`src/rtl/fsq_pkg.sv`:
```
package fsq_pkg;

  localparam int BYTE_W = 8;

  localparam logic [7:0] CMD_ERASE_SETUP = 8'h20;
  localparam logic [7:0] CMD_ERASE_GO    = 8'hD0;
  localparam logic [7:0] CMD_PROG_SETUP  = 8'h40;
  localparam logic [7:0] CMD_STATUS      = 8'h70;
  localparam logic [7:0] CMD_CLR_STATUS  = 8'h50;
  localparam logic [7:0] CMD_ARRAY       = 8'hFF;
  localparam logic [7:0] STAT_FAULT_MASK = 8'h38;
  localparam logic [7:0] BLANK_BYTE      = 8'hFF;

  typedef enum logic [3:0] {
    S_IDLE, S_ER_SETUP, S_ER_GO, S_PG_SETUP, S_PG_WAIT, S_PG_DATA,
    S_POLL_CMD, S_POLL_RD, S_POLL_CHK, S_TAIL_CLR, S_TAIL_RST,
    S_VF_RD, S_VF_CHK
  } fsq_state_e;

  function automatic int wait_cycles(input int mhz, input int ns);
    int c;
    c = (mhz * ns + 999) / 1000;
    return (c < 1) ? 1 : c;
  endfunction

  function automatic logic stat_ready(input logic [7:0] s);
    return s[7];
  endfunction

  function automatic logic stat_fault(input logic [7:0] s);
    return s[7] && ((s & STAT_FAULT_MASK) != 8'h00);
  endfunction

  function automatic logic [7:0] verify_expect(input logic is_prog, input logic [7:0] img);
    return is_prog ? img : BLANK_BYTE;
  endfunction

endpackage

```
`src/rtl/fsq_delay.sv`:
```
module fsq_delay #(
  parameter int CYCLES = 100
) (
  input  logic clk,
  input  logic rst_n,
  input  logic load,
  input  logic run,
  output logic expired
);
  localparam int CW = (CYCLES < 2) ? 1 : $clog2(CYCLES + 1);
  logic [CW-1:0] cnt;

  always_ff @(posedge clk or negedge rst_n) begin
    if (!rst_n)                  cnt <= '0;
    else if (load)               cnt <= CW'(CYCLES - 1);
    else if (run && cnt != '0)   cnt <= cnt - 1'b1;
  end

  assign expired = run && (cnt == '0);
endmodule

```
`src/rtl/fsq_poll_ctr.sv`:
```
module fsq_poll_ctr #(
  parameter int LIMIT = 1000000
) (
  input  logic clk,
  input  logic rst_n,
  input  logic clr,
  input  logic step,
  output logic last
);
  localparam int CW = (LIMIT < 2) ? 1 : $clog2(LIMIT + 1);
  logic [CW-1:0] cnt;

  always_ff @(posedge clk or negedge rst_n) begin
    if (!rst_n)     cnt <= '0;
    else if (clr)   cnt <= '0;
    else if (step)  cnt <= cnt + 1'b1;
  end

  assign last = (cnt == CW'(LIMIT - 1));
endmodule

```
`src/rtl/flash_bank_seq.sv`:
```
module flash_bank_seq
  import fsq_pkg::*;
#(
  parameter int AW         = 13,
  parameter int CLK_MHZ    = 100,
  parameter int SETUP_NS   = 1000,
  parameter int POLL_LIMIT = 1000000
) (
  input  logic          clk,
  input  logic          rst_n,
  input  logic          start,
  input  logic          op,
  output logic          done,
  output logic          error,
  output logic          timeout,
  output logic [AW-1:0] fl_addr,
  output logic [7:0]    fl_wdata,
  output logic          fl_we,
  output logic          fl_re,
  input  logic [7:0]    fl_rdata,
  output logic [AW-1:0] img_addr,
  input  logic [7:0]    img_data
);
  localparam int SETUP_WAIT = wait_cycles(CLK_MHZ, SETUP_NS);

  fsq_state_e    state, nxt;
  logic [AW-1:0] idx;
  logic          op_q, done_q, err_q, tmo_q;

  // named internal events
  logic op_accept, idx_last, setup_wr, data_wr, wait_over;
  logic poll_begin, poll_step, poll_last, st_ready, st_fault;
  logic poll_giveup, byte_fault, verify_miss, tail_clr_now, verify_end;

  assign op_accept    = (state == S_IDLE) && start;
  assign idx_last     = (idx == '1);
  assign setup_wr     = (state == S_PG_SETUP);
  assign data_wr      = (state == S_PG_DATA);
  assign poll_begin   = (state == S_ER_GO) || data_wr;
  assign st_ready     = stat_ready(fl_rdata);
  assign st_fault     = stat_fault(fl_rdata);
  assign poll_step    = (state == S_POLL_CHK) && !st_ready;
  assign poll_giveup  = poll_step && poll_last;
  assign byte_fault   = (state == S_POLL_CHK) && st_fault;
  assign verify_miss  = (state == S_VF_CHK) && (fl_rdata != verify_expect(op_q, img_data));
  assign tail_clr_now = (state == S_TAIL_CLR);
  assign verify_end   = (state == S_VF_CHK) && idx_last;

  fsq_delay #(.CYCLES(SETUP_WAIT)) u_delay (
    .clk(clk), .rst_n(rst_n), .load(setup_wr),
    .run(state == S_PG_WAIT), .expired(wait_over)
  );

  fsq_poll_ctr #(.LIMIT(POLL_LIMIT)) u_poll (
    .clk(clk), .rst_n(rst_n), .clr(poll_begin),
    .step(poll_step), .last(poll_last)
  );

  always_comb begin
    nxt = state;
    unique case (state)
      S_IDLE:     if (start) nxt = op ? S_PG_SETUP : S_ER_SETUP;
      S_ER_SETUP: nxt = S_ER_GO;
      S_ER_GO:    nxt = S_POLL_CMD;
      S_PG_SETUP: nxt = S_PG_WAIT;
      S_PG_WAIT:  if (wait_over) nxt = S_PG_DATA;
      S_PG_DATA:  nxt = S_POLL_CMD;
      S_POLL_CMD: nxt = S_POLL_RD;
      S_POLL_RD:  nxt = S_POLL_CHK;
      S_POLL_CHK: begin
        if (!st_ready)                         nxt = poll_last ? S_TAIL_CLR : S_POLL_CMD;
        else if (st_fault || !op_q || idx_last) nxt = S_TAIL_CLR;
        else                                   nxt = S_PG_SETUP;
      end
      S_TAIL_CLR: nxt = S_TAIL_RST;
      S_TAIL_RST: nxt = S_VF_RD;
      S_VF_RD:    nxt = S_VF_CHK;
      S_VF_CHK:   nxt = idx_last ? S_IDLE : S_VF_RD;
      default:    nxt = S_IDLE;
    endcase
  end

  always_ff @(posedge clk or negedge rst_n) begin
    if (!rst_n) begin
      state  <= S_IDLE;
      idx    <= '0;
      op_q   <= 1'b0;
      done_q <= 1'b0;
      err_q  <= 1'b0;
      tmo_q  <= 1'b0;
    end else begin
      state  <= nxt;
      done_q <= verify_end;
      if (op_accept) begin
        op_q  <= op;
        idx   <= '0;
        err_q <= 1'b0;
        tmo_q <= 1'b0;
      end else begin
        if (poll_giveup) begin
          err_q <= 1'b1;
          tmo_q <= 1'b1;
        end
        if (byte_fault || verify_miss) err_q <= 1'b1;
        if (state == S_POLL_CHK && st_ready && !st_fault && op_q && !idx_last)
          idx <= idx + 1'b1;
        else if (state == S_TAIL_RST)
          idx <= '0;
        else if (state == S_VF_CHK && !idx_last)
          idx <= idx + 1'b1;
      end
    end
  end

  always_comb begin
    fl_we    = 1'b0;
    fl_re    = 1'b0;
    fl_addr  = '0;
    fl_wdata = 8'h00;
    unique case (state)
      S_ER_SETUP: begin fl_we = 1'b1; fl_wdata = CMD_ERASE_SETUP; end
      S_ER_GO:    begin fl_we = 1'b1; fl_wdata = CMD_ERASE_GO; end
      S_PG_SETUP: begin fl_we = 1'b1; fl_addr = idx; fl_wdata = CMD_PROG_SETUP; end
      S_PG_DATA:  begin fl_we = 1'b1; fl_addr = idx; fl_wdata = img_data; end
      S_POLL_CMD: begin fl_we = 1'b1; fl_wdata = CMD_STATUS; end
      S_POLL_RD:  fl_re = 1'b1;
      S_TAIL_CLR: begin fl_we = 1'b1; fl_wdata = CMD_CLR_STATUS; end
      S_TAIL_RST: begin fl_we = 1'b1; fl_wdata = CMD_ARRAY; end
      S_VF_RD:    begin fl_re = 1'b1; fl_addr = idx; end
      default: ;
    endcase
  end

  assign img_addr = idx;
  assign done     = done_q;
  assign error    = err_q;
  assign timeout  = tmo_q;
endmodule

```
`config.mk`:
```
export PLATFORM = sky130hd
export DESIGN_NAME = flash_bank_seq
export DESIGN_NICKNAME = d
export VERILOG_FILES = /design/src/rtl/fsq_pkg.sv /design/src/rtl/fsq_delay.sv /design/src/rtl/fsq_poll_ctr.sv /design/src/rtl/flash_bank_seq.sv
export SDC_FILE = /design/constraint.sdc
export NUM_CORES = 1
export LEC_CHECK = 0
export BUFFER_PORTS_ARGS = -buffer_cell sky130_fd_sc_hd__buf_2
export CORE_MARGIN = 8
export CORE_UTILIZATION = 45
export CTS_CLUSTER_SIZE = 40
export DETAILED_ROUTE_END_ITERATION = 6
export PLACE_DENSITY_LB_ADDON = 0.05
export SYNTH_ARGS = -nofsm -noshare
export SYNTH_HDL_FRONTEND = slang
export SYNTH_HIERARCHICAL = 1
export SYNTH_SLANG_ARGS = --single-unit
```
`constraint.sdc`:
```
create_clock -name clk -period 5.4 [get_ports clk]
set_input_delay 0.54 -clock clk [delete_from_list [all_inputs] [get_ports clk]]
set_output_delay 0.54 -clock clk [all_outputs]
set_load 0.01 [all_outputs]
```
==> out/metrics.cfg <==
[clocking]
cts_root_buf = clkbuf_8
cts_tree = done
hold_buffers = 0
clk_latency_ps = 300
clk_pin_slew_ps = 100
ctsResizeCount = 0
cts_buffers = 5
cts_buffer_depth = 2
cts_max_level = 2
cts_setup_buffers = 0
clock-sinks = 48

[grt]
antenna_found_initial = 0
grt_pass1_vias = 2793
track_usage_pct = 15.73
grt_pass1_wl_mm = 13.14
grt_start_max_net_pins = 49
grt-ovfl-total = 0

[finish]
n_antenna_cell = 0
final_cell_mix = 58 x buf_2, 48 x dfrtp_1, 38 x nor2_1
drive_gt1_share_pct = 19.09
layout_commonest_cell = buf_2
fin_cells = 515
postLayoutCellArea_um2 = 3613
finalNetCount = 442
synthToLayoutAreaGrowth_pct = 13.97

[worst_setup_path]
start_kind = flip-flop
cp_max_fo = 26
worst_ep_required_time_ps = 5630
end_kind = flip-flop
crit_type = flip-flop to flip-flop
arrival_ps = 3770

[sta]
slew_viol_final = 0
setup_violations = 0
worst_slew_pin_slew_ps = 1218
period_share_pct = 65.60
finalHoldViolCount = 0
slew_headroom_pct = 18.32
fin_skew_ps = 10.18
timing.final.crit_period_ps = 3542
fin_tns_setup_ps = 0
fmax_mhz = 282.3
rsz0062_at_grt = false

[synthesis]
synthesis.instances = 368
synth-compound-area-share_pct = 20.52
synth_seq_cells = 48
syn_area_um2 = 3171
synth_cell_type_count = 65
synth_xor_area_share_pct = 4.972
synth-seq-area-share_pct = 37.88
synth-edff-count = 0
synth_warnings = 6
synth_fp_nets = 391
synthMuxAreaShare_pct = 1.579
ys.flop_type = dfrtp_1
yosys.area_share.adder_pct = 1.500
yosys.area_share.simple_pct = 30.23
ys_async_sr_fraction_pct = 100.0
syn_avg_cell_area_um2 = 8.616
synth_top_family_by_area = simple AND/OR/NAND/NOR gates

[floorplanning]
start_util_pct = 46.67
pin_count = 59
chipWidth_um = 99.94
core-area_um2 = 6794
die-area_um2 = 9988
die_h_um = 99.94
row_count = 30

[drt]
num_vias = 2907
routed_wl_mm = 7.840
drtPass1Iterations = 4
ant_nets = 0
via_per_inst = 5.645
drc = 0
drt-initial-drc-count = 165
wire_per_inst_um = 15.22

[power]
leakagePower_uw = 0.001637
switchingPower_uw = 149.9
p_int_uw = 462.8
pwr-share-clk_pct = 34.8
seqPwrFrac_pct = 59.3
comb_power_share_pct = 6.0
ir_worst_vdd_uv = 129.4
swShare_pct = 24.47
power_density_nw_per_um2 = 169.6
p_total_uw = 612.7

[placed_design]
gp_congestion = 0.8680
placement.io_buffers = 58
placed_cells = 508
hpwl_mm = 5.669
placed_area_um2 = 3532

[status]
status = complete, no violations

[job]
cap_violations = 0

[worst_hold_path]
hold_class = input port to async pin

-- sequential cells by signal, summed over array words and instances (netlist names) --
name	count
state	4
op_q	1
u_delay/cnt	7
u_poll/cnt	20
img_addr	13
done	1
timeout	1
error	1
-- cell usage after synthesis, types with 5 or more instances --
master | count | area (um^2)
o31ai_1 | 7 | 52.55
nor4_1 | 6 | 37.54
xnor2_1 | 7 | 61.31
nand2_1 | 33 | 123.9
nand3b_1 | 6 | 45.04
o21ai_0 | 16 | 80.08
and2_1 | 17 | 106.4
inv_1 | 11 | 41.29
o41ai_1 | 5 | 43.79
dfrtp_1 | 48 | 1201
or3_1 | 6 | 37.54
nand3_1 | 8 | 40.04
mux2i_1 | 5 | 50.05
clkbuf_1 | 10 | 37.54
nand2b_1 | 5 | 31.28
or4_1 | 8 | 60.06
nor2_1 | 38 | 142.6
a21oi_1 | 29 | 145.1
xor2_1 | 11 | 96.34
a31oi_1 | 6 | 37.54
nor3_1 | 7 | 35.03
nand4_1 | 7 | 43.79
a21o_1 | 6 | 45.04
-- worst max-delay path: stages (launching register included) --
cell and delay, ps:
dfrtp_1 810, nand2b_1 290, nor3_1 920, o21ai_1 170, or4_1 630, or4b_1 510
a21oi_1 150
-- per-layer routing --
| layer | GRT usage (%) | routed length, um | vias up |
|---|---|---|---|
| met4 | 3.842 | 55 | 0 |
| met5 | 0 | 0 | - |
| met3 | 4.152 | 456 | 4 |
| li1 | - | - | 1457 |
| met1 | 20.37 | 3823 | 1378 |
| met2 | 25.35 | 3505 | 68 |
-- layout make-up --
| class | count | area (um^2) |
|---|---|---|
| Clock buffer | 5 | 68.82 |
| Timing Repair Buffer | 60 | 305.3 |
| Multi-Input combinational cell | 293 | 1864 |
| Fill cell | 645 | 3181 |
| Clock inverter | 2 | 12.51 |
| Tap cell | 96 | 120.1 |
| Inverter | 11 | 41.29 |
| Sequential cell | 48 | 1201 |
-- kinds of logic after synthesis --
family          count (synthesis)
buf+inv                        27
simple gates                  169
mux                             5
xor+xnor                       18
compound gates                 97
flops                          48
fa+ha+maj                       4
-- stage by stage --
step / hold WS [ps] / setup slack, ps / utilization (%)
after floorplan: 244.4 / 2710 / -
after global placement: 503.8 / 2015 / 51.99
after detailed placement: 500.0 / 1875 / 51.99
after CTS: 368.9 / 1859 / 53.19
after global routing: 394.8 / 1564 / 53.19
final: 336.5 / 1858 / 53.19
-- power groups by stage --
stage,combinational [uW],clock [uW],sequential [uW]
floorplan,14.4,0,370
global placement,37.0,0,370
detailed placement,37.7,0,370
CTS,37.8,221,363
global route,41.8,233,364
finish,36.6,213,363
-- final timing paths --
check,from,end,slack (ps),cells after the start
hold reg to reg,u_delay/cnt[6],u_delay/cnt[6],520,2
setup / recovery,state[3],u_poll/cnt[17],1860,6
hold / removal,rst_n,error,340,2
max in group asynchronous,rst_n,img_addr[0],4640,2
min in group clk,op,op_q,470,3
setup reg to reg,state[3],u_poll/cnt[17],1860,6
No activity file was read; power rests on OpenSTA's default activity.
